`src/rtl/tsx_pkg.sv`:
```
package tsx_pkg;
  localparam int TSX_TAG_W  = 9;
  localparam int TSX_DATA_W = 32;
  localparam int TSX_FLD_W  = 16;
  localparam int TSX_OFS_W  = 4;
  localparam int TSX_MODE_LSB = 14;

  typedef enum logic [1:0] {
    MD_HOLD  = 2'd0,
    MD_INCR  = 2'd1,
    MD_INDEX = 2'd2,
    MD_RSVD  = 2'd3
  } tsx_mode_e;

  // index of lowest set bit of a group mask
  function automatic logic [TSX_OFS_W-1:0] low_index(input logic [TSX_FLD_W-1:0] m);
    logic [TSX_OFS_W-1:0] idx;
    idx = '0;
    for (int i = TSX_FLD_W - 1; i >= 0; i--) begin
      if (m[i]) idx = TSX_OFS_W'(i);
    end
    return idx;
  endfunction

  // mask with its lowest set bit cleared
  function automatic logic [TSX_FLD_W-1:0] drop_low(input logic [TSX_FLD_W-1:0] m);
    return m & (m - 1'b1);
  endfunction
endpackage

```
`src/rtl/tsx_desc_decode.sv`:
```
module tsx_desc_decode
  import tsx_pkg::*;
#(
  parameter int TAG_W    = TSX_TAG_W,
  parameter int DATA_W   = TSX_DATA_W,
  parameter int FLD_W    = TSX_FLD_W,
  parameter int MODE_LSB = TSX_MODE_LSB
) (
  input  logic [DATA_W-1:0] word,
  output tsx_mode_e         mode,
  output logic [TAG_W-1:0]  tag,
  output logic [FLD_W-1:0]  field,
  output logic              has_data,
  output logic              bad_mode
);
  localparam int FLD_LSB = DATA_W - FLD_W;

  always_comb begin
    mode  = tsx_mode_e'(word[MODE_LSB +: 2]);
    tag   = word[TAG_W-1:0];
    field = word[FLD_LSB +: FLD_W];
    unique case (mode)
      MD_HOLD, MD_INCR: begin has_data = 1'b1;          bad_mode = 1'b0; end
      MD_INDEX:         begin has_data = |field;        bad_mode = 1'b0; end
      default:          begin has_data = 1'b0;          bad_mode = 1'b1; end
    endcase
  end
endmodule

```
`src/rtl/tsx_sequencer.sv`:
```
module tsx_sequencer
  import tsx_pkg::*;
#(
  parameter int TAG_W = TSX_TAG_W,
  parameter int FLD_W = TSX_FLD_W,
  parameter int OFS_W = TSX_OFS_W
) (
  input  logic             clk,
  input  logic             rst_n,
  input  logic             load,
  input  tsx_mode_e        load_mode,
  input  logic [TAG_W-1:0] load_tag,
  input  logic [FLD_W-1:0] load_field,
  input  logic             step,
  output logic             busy,
  output tsx_mode_e        mode,
  output logic [TAG_W-1:0] cur_tag,
  output logic             last
);
  localparam int GRP_W = TAG_W - OFS_W;

  logic [TAG_W-1:0] tag_q;
  logic [FLD_W-1:0] fld_q;

  always_comb begin
    if (mode == MD_INDEX) begin
      cur_tag = {tag_q[TAG_W-1:OFS_W], low_index(fld_q)};
      last    = (drop_low(fld_q) == '0);
    end else begin
      cur_tag = tag_q;
      last    = (fld_q == '0);
    end
  end

  always_ff @(posedge clk or negedge rst_n) begin
    if (!rst_n) begin
      busy  <= 1'b0;
      mode  <= MD_HOLD;
      tag_q <= '0;
      fld_q <= '0;
    end else if (load) begin
      busy  <= 1'b1;
      mode  <= load_mode;
      tag_q <= load_tag;
      fld_q <= load_field;
    end else if (step) begin
      if (last) busy <= 1'b0;
      unique case (mode)
        MD_INDEX: fld_q <= drop_low(fld_q);
        MD_INCR: begin
          tag_q <= tag_q + 1'b1;
          fld_q <= fld_q - 1'b1;
        end
        default:  fld_q <= fld_q - 1'b1;
      endcase
    end
  end

  logic [GRP_W-1:0] unused_grp;
  assign unused_grp = '0;
endmodule

```
`src/rtl/tsx_err_flag.sv`:
```
module tsx_err_flag (
  input  logic clk,
  input  logic rst_n,
  input  logic set,
  output logic flag
);
  always_ff @(posedge clk or negedge rst_n) begin
    if (!rst_n)   flag <= 1'b0;
    else if (set) flag <= 1'b1;
  end
endmodule

```
`src/rtl/tag_stream_expander.sv`:
```
module tag_stream_expander
  import tsx_pkg::*;
#(
  parameter int TAG_W    = TSX_TAG_W,
  parameter int DATA_W   = TSX_DATA_W,
  parameter int FLD_W    = TSX_FLD_W,
  parameter int OFS_W    = TSX_OFS_W,
  parameter int MODE_LSB = TSX_MODE_LSB
) (
  input  logic              clk,
  input  logic              rst_n,
  input  logic              in_valid,
  input  logic [DATA_W-1:0] in_word,
  output logic              in_ready,
  output logic              out_valid,
  output logic [TAG_W-1:0]  out_tag,
  output logic [DATA_W-1:0] out_data,
  input  logic              out_ready,
  output logic              err_mode
);
  tsx_mode_e        dec_mode;
  logic [TAG_W-1:0] dec_tag;
  logic [FLD_W-1:0] dec_field;
  logic             dec_has_data;
  logic             dec_bad;

  logic             seq_busy;
  tsx_mode_e        seq_mode;
  logic [TAG_W-1:0] seq_tag;
  logic             seq_last;

  // named events for the checker
  logic hdr_phase;
  logic accept;
  logic desc_take;
  logic data_fire;

  assign hdr_phase = ~seq_busy;
  assign in_ready  = hdr_phase | out_ready;
  assign accept    = in_valid & in_ready;
  assign desc_take = accept & hdr_phase;
  assign data_fire = accept & ~hdr_phase;

  assign out_valid = in_valid & ~hdr_phase;
  assign out_tag   = seq_tag;
  assign out_data  = in_word;

  tsx_desc_decode #(
    .TAG_W(TAG_W), .DATA_W(DATA_W), .FLD_W(FLD_W), .MODE_LSB(MODE_LSB)
  ) i_dec (
    .word(in_word), .mode(dec_mode), .tag(dec_tag), .field(dec_field),
    .has_data(dec_has_data), .bad_mode(dec_bad)
  );

  tsx_sequencer #(
    .TAG_W(TAG_W), .FLD_W(FLD_W), .OFS_W(OFS_W)
  ) i_seq (
    .clk(clk), .rst_n(rst_n),
    .load(desc_take & dec_has_data), .load_mode(dec_mode),
    .load_tag(dec_tag), .load_field(dec_field),
    .step(data_fire),
    .busy(seq_busy), .mode(seq_mode), .cur_tag(seq_tag), .last(seq_last)
  );

  tsx_err_flag i_err (
    .clk(clk), .rst_n(rst_n), .set(desc_take & dec_bad), .flag(err_mode)
  );
endmodule

```
`config.mk`:
```
export PLATFORM = sky130hd
export DESIGN_NAME = tag_stream_expander
export DESIGN_NICKNAME = d
export VERILOG_FILES = /design/src/rtl/tsx_pkg.sv /design/src/rtl/tsx_desc_decode.sv /design/src/rtl/tsx_sequencer.sv /design/src/rtl/tsx_err_flag.sv /design/src/rtl/tag_stream_expander.sv
export SDC_FILE = /design/constraint.sdc
export NUM_CORES = 1
export LEC_CHECK = 0
export BUFFER_PORTS_ARGS = -buffer_cell sky130_fd_sc_hd__buf_2
export CORE_MARGIN = 1.5
export CORE_UTILIZATION = 51
export DETAILED_ROUTE_END_ITERATION = 10
export PLACE_DENSITY_LB_ADDON = 0.08
export SLEW_MARGIN = 20
export SYNTH_ARGS = -nofsm -noshare
export SYNTH_HDL_FRONTEND = slang
export SYNTH_SLANG_ARGS = --single-unit
export TNS_END_PERCENT = 50
```
`constraint.sdc`:
```
create_clock -name clk -period 3.69 [get_ports clk]
set_input_delay 0.1845 -clock clk [delete_from_list [all_inputs] [get_ports clk]]
set_output_delay 0.1845 -clock clk [all_outputs]
set_load 0.01 [all_outputs]
```
==> reports/qor.txt, run 1 <==
Initial cell density of the core = 54.31%
Post-cts resize count = 0
Initial antenna violation count = 0
Hold Fails Final Rpt = 0
Bufs on Longest Clock Path = 2
Final nets = 363
Syn Inst Count = 278
WP data required = 3870 ps
Top-area cell type share of the netlist area = 29.87%
Leakage = 0.001151 uW
Post-synth EDFFs = 0
Worst Setup Start Kind = flip-flop
RD Place Congestion = 0.9030
Int Power = 1053 uW
Power Density = 766.1 mW/mm2
Run status = completed
Clock Sinks = 29
DRT Wirelength = 6.212 mm
First-pass GRT wire length = 9.763 mm
Clk Latency, worst-skew pair = 290 ps
NetSw = 944.3 uW
Worst-path clk slew = 70 ps
Root Driver = clkbuf_8
F_max = 331.5 MHz
Remaining DRCs = 0
Critical path endpoint category = flip-flop
Avg WL per Cell = 17.16 um
CP Class = flip-flop to flip-flop
Logic pwr share = 51.1%
DIE WIDTH = 72.03 um
Vias in the first global route = 1,904
Post-placement cell count = 353
Worst vdd rail ir drop = 342.0 uV
TritonCTS clock tree = done
Die Y = 72.03 um
Switch share = 47.27%
Antenna-violating nets left = 0
Skew final = 5.154 ps
Slew @ Worst Pin = 729.2 ps
Commonest cells in the netlist = buf_4, dfrtp_1, nor2_1, nand2_1, o21ai_0
Layout cell share with drive strength beyond 1 = 29.35%
Final Slew Violations = 0
RSZ-0062 raised after global routing = no
Ys Warns = 0
Setup_tns = 0 ps
Arrival time of the worst setup path = 3200 ps
Die area = 0.005188 mm2
Post-synth top flop = dfrtp_1
Crit share post-route = 81.75%
Fin util = 58.28%
Top-Level Pins = 80
Number of diodes = 0
Syn_area_per_cell = 8.740 um2
#FFs+latches synth = 29
Post-synthesis async set-or-reset flop share = 100.0%
Post-route insts no fill = 362
Clock power frac = 13.1%
Worst hold path class = input port to flip-flop
Largest net degree at the start of global routing = 35
Clock H-tree levels = 2
First drt pass iteration count = 4
Seq/Total Area, Yosys = 29.87%
I/O Buffers = 69
Final Setup Violations = 0
Fillers = 422
# rows = 24
TritonCTS buffer count = 5
CP max FO = 7
DR vias = 2,170
DP Wirelength = 4.605 mm
Seq pwr share = 35.9%
Synth area leader = dfrtp_1
Floorplan core area = 0.004474 mm2
GRT Residual Overflow = 0
Synth top area cells = dfrtp_1, buf_4, ha_1, a221o_1, a211oi_1
Max-Cap Viols = 0
Vias per cell = 5.994
Post-Syn Area = 0.002430 mm2
Min Tclk post-route = 3017 ps
All-Layer GR Usage = 24.84%
Initial DRC count = 202
Slew Limit Headroom = 51.27%
Post-synthesis cell type count = 49
Layout area overhead = 7.312%
Syn_nets = 332
Top-count cell post-synth = buf_4
cells by family after synthesis:
family	Yosys count	synth area share (%)
flip-flops	29	29.87
AND/OR/NAND/NOR	103	23.58
AO/OA/AOI/OAI	67	19.98
buffers and inverters	54	14.78
XOR/XNOR	7	2.523
adder cells (fa/ha/maj)	18	9.269
sequential cells by signal, indices dropped and copies added (netlist names):
| name | cells |
|---|---|
| i_seq.busy | 1 |
| i_seq.fld_q | 16 |
| i_seq.tag_q | 9 |
| i_seq.mode | 2 |
| i_err.flag | 1 |
what timing repair did:
action / CTS / global route
hold buffers: 1 / 0
hold endpoints to repair: 29 / 0
buffers inserted: 0 / 0
path summary, 6_finish.rpt:
kind                                 from              to  slack [ps]  depth (start not counted)
setup / recovery           i_seq.fld_q[6]      i_seq.busy         670                          9
hold / removal                 in_word[5]  i_seq.tag_q[5]         100                          3
setup reg to reg           i_seq.fld_q[6]      i_seq.busy         670                          9
hold reg to reg                i_err.flag      i_err.flag         480                          1
max in group asynchronous           rst_n      i_seq.busy        2770                          2
min in group asynchronous           rst_n  i_seq.fld_q[1]         470                          2
cell type report:
cell class	count	area, um2	area share [%]
Multi-Input combinational cell	195	1345	51.58
Clock buffer	6	72.57	2.783
Inverter	7	26.28	1.008
Tap cell	52	65.06	2.495
Sequential cell	29	725.7	27.83
Clock inverter	2	10.01	0.3839
Timing Repair Buffer	71	362.8	13.92
cells in the final DEF (no fill, tap or decap), types with 3 or more instances in the layout:
| cell type | synthesis | routed |
|---|---|---|
| a211oi_1 | 16 | 16 |
| a21oi_1 | 5 | 5 |
| a221o_1 | 14 | 14 |
| buf_2 | 2 | 69 |
| clkbuf_8 | 0 | 5 |
| dfrtp_1 | 29 | 29 |
| ha_1 | 18 | 18 |
| inv_1 | 7 | 7 |
| nand2_1 | 21 | 21 |
| nand3_1 | 4 | 4 |
| nand3b_1 | 3 | 3 |
| nand4_1 | 6 | 6 |
| nor2_1 | 29 | 29 |
| nor3_1 | 7 | 7 |
| nor4_1 | 6 | 6 |
| o21ai_0 | 19 | 19 |
| xor2_1 | 5 | 5 |
metrics by stage:
stage	setup slack, ps	hold WS [ps]	total power, uW	instance area (um2)
after global routing	570.5	126.8	2168	2608
final	673.3	103.2	1998	2608
after global placement	820.9	272.6	1713	2515
after detailed placement	700.7	270.1	1728	2515
after CTS	697.2	100.9	1998	2608
after floorplan	942.9	-111.1	1462	2430
routing by layer:
layer | vias to the layer above | global-route usage (%) | share of wire, %
met5 | - | 0 | 0
met4 | 0 | 9.224 | 1.4
met3 | 10 | 3.750 | 4.7
met2 | 64 | 36.52 | 45
met1 | 1048 | 36.91 | 49
li1 | 1048 | - | -
critical path, cell delays in order (launching register included):
cell,delay [ps]
dfrtp_1,460
nor4_2,450
nand2_2,130
or2_4,260
or4b_1,470
ha_1,200
or4_1,510
nor2_1,90
nand4_1,100
a31o_1,230
power groups by stage:
stage               sequential, uW  clock, uW  combinational [uW]
floorplan                      657          0                 805
global placement               707          0                1010
detailed placement             714          0                1010
CTS                            711        267                1020
global route                   744        280                1140
finish                         716        262                1020
Note: power is estimated with default switching activity, not from simulation.
==> run 2: changes to the inputs <==
==> constraint.sdc (replaced) <==
create_clock -name clk -period 3.15 [get_ports clk]
set_input_delay 0.1575 -clock clk [delete_from_list [all_inputs] [get_ports clk]]
set_output_delay 0.1575 -clock clk [all_outputs]
set_load 0.01 [all_outputs]
==> reports/qor.txt, run 2 (synthesized netlist as in run 1, its figures left out) <==
Number of diodes = 0
Worst-path clk slew = 60 ps
Largest register FFs = 16
DRT Wirelength = 6.140 mm
Initial antenna violation count = 0
Most frequent cells in the layout = buf_2, nor2_1, dfrtp_1, nand2_1, o21ai_0
Die Y = 72.03 um
Run status = completed
Power Density = 904.8 mW/mm2
Vias per cell = 5.942
Initial cell density of the core = 54.31%
Metal2 WL = 2.676 mm
Largest net degree at the start of global routing = 37
CP Class = flip-flop to flip-flop
Clock Sinks = 29
Top-Level Pins = 80
Layout cell share with drive strength beyond 1 = 29.35%
RD Place Congestion = 0.8705
Bufs on Longest Clock Path = 2
Crit share post-route = 92.93%
First-pass GRT wire length = 9.784 mm
Clock H-tree levels = 2
Cell Area, Placed = 0.002522 mm2
Commonest non-fill, non-tap cell in the layout = buf_2
Post-cts resize count = 0
TritonCTS clock tree = done
DP Wirelength = 4.521 mm
WP data required = 3330 ps
Worst vdd rail ir drop = 477.1 uV
First drt pass iteration count = 4
Hold Fails Final Rpt = 0
Hold WS = 83.89 ps
Met3 Routed Length = 272 um
Post-CTS setup buffer count = 0
Vias in the first global route = 1,902
Cells along the critical path = nor4_2, nand2_2, or2_4, or4b_1, ha_1, or4_1, nor2_1, nand4_1, a31o_1
Final Setup Violations = 0
Worst Setup Start Kind = flip-flop
Hold path depth = 3
F_max = 341.6 MHz
FF-to-FF path depth = 9
Skew final = 4.163 ps
CP max stage cell = or4_1
Hold buffers post-CTS = 1
RSZ-0062 raised after global routing = no
Root Driver = clkbuf_8
Largest regs = i_seq.fld_q: 16 flops, i_seq.tag_q: 9 flops, i_seq.mode: 2 flops
Die area = 0.005188 mm2
Floorplan core area = 0.004474 mm2
Critical Path Max Stage Delay = 510 ps
Design Power = 2369 uW
TritonCTS buffer count = 5
GRT Residual Overflow = 0
Top routing layer used = met4
Final Slew Violations = 0
Leakage = 0.001155 uW
# rows = 24
Avg WL per Cell = 16.96 um
Clk Latency, worst-skew pair = 290 ps
DIE WIDTH = 72.03 um
Antenna-violating nets left = 0
Remaining DRCs = 0
Min Tclk post-route = 2927 ps
Biggest register = i_seq.fld_q
Layout area overhead = 7.775%
Slew @ Worst Pin = 709.3 ps
Initial DRC count = 216
Worst hold path class = input port to flip-flop
WL met1 = 3.074 mm
All-Layer GR Usage = 24.80%
Slew Limit Headroom = 52.60%
DR vias = 2,151
I/O Buffers = 69
Setup_tns = 0 ps
Design area = 0.002619 mm2
Max-Cap Viols = 0
Arrival time of the worst setup path = 3110 ps
CP max FO = 7
Final nets = 364
Critical path endpoint category = flip-flop
Fin util = 58.53%
run 2: layer usage:
layer,global-route usage (%),vias up
met2,35.39,71
li1,-,1057
met3,4.167,9
met5,0,-
met4,9.434,0
met1,37.40,1014
run 2: critical path: cells and delay by family (launching register included):
family,cells,cell delay [ps]
adders and majority gates,1,200
AOI/OAI and AO/OA,1,220
DFF,1,460
and+or+nand+nor,7,1960
run 2: power by group:
group,switching [uW],leakage [uW],internal [uW]
Sequential,284,0.000354,548
Combinational,676,0.000757,544
Clock,145,0.0000443,173
Total,1100,0.00116,1260
run 2: path summary, 6_finish.rpt:
| path | slack, ps | endpoint | from |
|---|---|---|---|
| hold reg to reg | 480 | i_err.flag | i_err.flag |
| setup / recovery | 220 | i_seq.busy | i_seq.fld_q[6] |
| setup reg to reg | 220 | i_seq.busy | i_seq.fld_q[6] |
| max in group asynchronous | 2260 | i_seq.fld_q[15] | rst_n |
| min in group asynchronous | 450 | i_seq.fld_q[14] | rst_n |
| hold / removal | 80 | i_seq.tag_q[5] | in_word[5] |
run 2: metrics by stage:
stage	instances	setup WS (ps)
finish	362	222.7
global route	362	25.19
CTS	362	218.0
detailed placement	354	227.2
global placement	354	293.4
floorplan	278	402.9
run 2: cell type report:
type	instances	area, um2
Fill cell	440	1856
Multi-Input combinational cell	195	1345
Sequential cell	29	725.7
Timing Repair Buffer	72	370.4
Clock buffer	7	86.33
Tap cell	52	65.06
Inverter	7	26.28
==> run 3: changes to the inputs <==
--- a/config.mk
+++ b/config.mk
@@ -5,9 +5,10 @@
 export SDC_FILE = /design/constraint.sdc
 export NUM_CORES = 1
 export LEC_CHECK = 0
+export ABC_AREA = 1
 export BUFFER_PORTS_ARGS = -buffer_cell sky130_fd_sc_hd__buf_2
 export CORE_MARGIN = 1.5
-export CORE_UTILIZATION = 51
+export CORE_UTILIZATION = 52
 export DETAILED_ROUTE_END_ITERATION = 10
 export PLACE_DENSITY_LB_ADDON = 0.08
 export SLEW_MARGIN = 20
==> reports/qor.txt, run 3 <==
Commonest non-fill, non-tap cell in the layout = nand2_1
DR vias = 2,288
I/O Buffers = 69
Synth area leader = dfrtp_1
Fillers = 428
DRT Wirelength = 6.107 mm
First-pass GRT wire length = 10.06 mm
Most frequent cells in the layout = nand2_1, buf_2, inv_1, dfrtp_1, o21ai_0
Post-cts resize count = 0
CP max FO = 4
Crit share post-route = 81.15%
Slew @ Worst Pin = 717.6 ps
TritonCTS clock tree = done
Area of the multi-input gates = 0.001237 mm2
DP Wirelength = 4.603 mm
Leakage = 0.001366 uW
Seq/Total Area, Yosys = 29.40%
Fin util = 60.07%
Worst Setup Start Kind = flip-flop
Arrival time of the worst setup path = 2730 ps
All-Layer GR Usage = 24.90%
Syn_area_per_cell = 7.135 um2
Clk Latency, worst-skew pair = 280 ps
Vias per cell = 5.284
Remaining DRCs = 0
GRT Residual Overflow = 0
Commonest cells in the netlist = nand2_1, inv_1, buf_4, dfrtp_1, o21ai_0
Top-Level Pins = 80
First drt pass iteration count = 4
Syn Inst Count = 346
Worst hold path class = input port to flip-flop
Post-synth top flop = dfrtp_1
Post-Syn Area = 0.002469 mm2
Vias in the first global route = 2,130
Slew Limit Headroom = 52.16%
Post-synth EDFFs = 0
Initial cell density of the core = 55.17%
CP Class = flip-flop to flip-flop
Antenna-violating nets left = 0
Floorplan core area = 0.004474 mm2
Worst-path clk slew = 70 ps
F_max = 391.2 MHz
Critical path endpoint category = flip-flop
Worst vdd rail ir drop = 426.0 uV
Die Y = 71.90 um
Run status = completed
Skew final = 10.38 ps
Hold buffers post-CTS = 1
RSZ-0062 raised after global routing = no
Clock H-tree levels = 2
Initial antenna violation count = 0
Number of diodes = 0
Biggest register = i_seq.fld_q
Post-synthesis async set-or-reset flop share = 100.0%
Largest regs = i_seq.fld_q: 16 flops, i_seq.tag_q: 9 flops, i_seq.mode: 2 flops
Storage cell area = 725.7 um2
Design Power = 2401 uW
Initial DRC count = 184
RD Place Congestion = 0.8818
Largest register FFs = 16
Bufs on Longest Clock Path = 2
Layout cell share with drive strength beyond 1 = 22.57%
Top-count cell post-synth = nand2_1
Setup_tns = 0 ps
Min Tclk post-route = 2556 ps
Final Slew Violations = 0
WP data required = 3320 ps
Max-Cap Viols = 0
TritonCTS buffer count = 5
# rows = 24
Avg WL per Cell = 14.10 um
Synth top area cells = dfrtp_1, nand2_1, buf_4, ha_1, inv_1
Post-CTS setup buffer count = 0
Die area = 0.005170 mm2
Syn_nets = 400
Ys Warns = 0
DIE WIDTH = 71.90 um
Top-area cell type share of the netlist area = 29.40%
Final nets = 434
Hold Fails Final Rpt = 0
Layout area overhead = 8.870%
#FFs+latches synth = 29
Root Driver = clkbuf_8
Power Density = 893.3 mW/mm2
Largest net degree at the start of global routing = 34
Post-synthesis cell type count = 32
Final Setup Violations = 0
Clock Sinks = 29
==> run 3: area by class of cell <==
type                       count  share of cell area [%]
tap                           52                   2.421
clock buffer                   7                   3.585
clock inverter                 1                  0.1862
sequential                    29                   27.00
timing repair buffer          72                   13.78
inverter                      50                   6.983
multi-input combinational    222                   46.04
==> run 3: path summary, 6_finish.rpt <==
| check | startpoint | endpoint | slack, ps | cells past startpoint |
|---|---|---|---|---|
| max in group asynchronous | rst_n | i_seq.fld_q[10] | 2220 | 2 |
| max | i_seq.fld_q[2] | i_seq.busy | 590 | 12 |
| max reg2reg | i_seq.fld_q[2] | i_seq.busy | 590 | 12 |
| min in group asynchronous | rst_n | i_seq.fld_q[3] | 460 | 2 |
| min reg2reg | i_err.flag | i_err.flag | 470 | 1 |
| min | in_word[2] | i_seq.tag_q[2] | 110 | 3 |
==> run 3: routing by layer <==
metal / vias to the layer above / wire (um) / track usage [%]
li1: 1165 / - / -
met5: - / 0 / 0
met1: 1047 / 2895 / 35.26
met4: 0 / 53 / 4.822
met2: 72 / 2811 / 40.95
met3: 4 / 346 / 3.750
==> run 3: critical path: stages (launching register included) <==
cell and delay (ps):
dfrtp_1 420, nor2_1 170, inv_1 70, nor2_1 190, nand4_1 160, nor3_1 280, nand3_1 120, ha_1 210
nor4_1 260, nand4_1 110, o21ai_0 200, o21ai_1 80, a21o_1 170
==> run 3: where the power goes <==
| group | internal (uW) | total (uW) | switching (uW) |
|---|---|---|---|
| Sequential | 550 | 726 | 177 |
| Combinational | 512 | 1330 | 816 |
| Clock | 197 | 347 | 150 |
| Total | 1260 | 2400 | 1140 |
==> run 3: per-stage QoR <==
step                      cell area [um2]  instances  hold slack, ps  worst slack (ps)
after floorplan                      2469        346          -138.1             945.1
after global placement               2576        424           244.8             693.5
after detailed placement             2576        424           251.6             644.9
after CTS                            2688        433           102.0             591.4
after global routing                 2688        433           125.3             323.5
final                                2688        433           112.0             593.8
==> run 3: cell families (layout without fill, tap and decap cells) <==
kind of cell	Yosys count	count (layout)	share of synthesized area (%)
buf+inv	95	130	20.48
fa+ha+maj	18	18	9.123
simple gates	141	141	23.97
compound gates	57	57	14.90
xor+xnor	6	6	2.129
flops	29	29	29.40
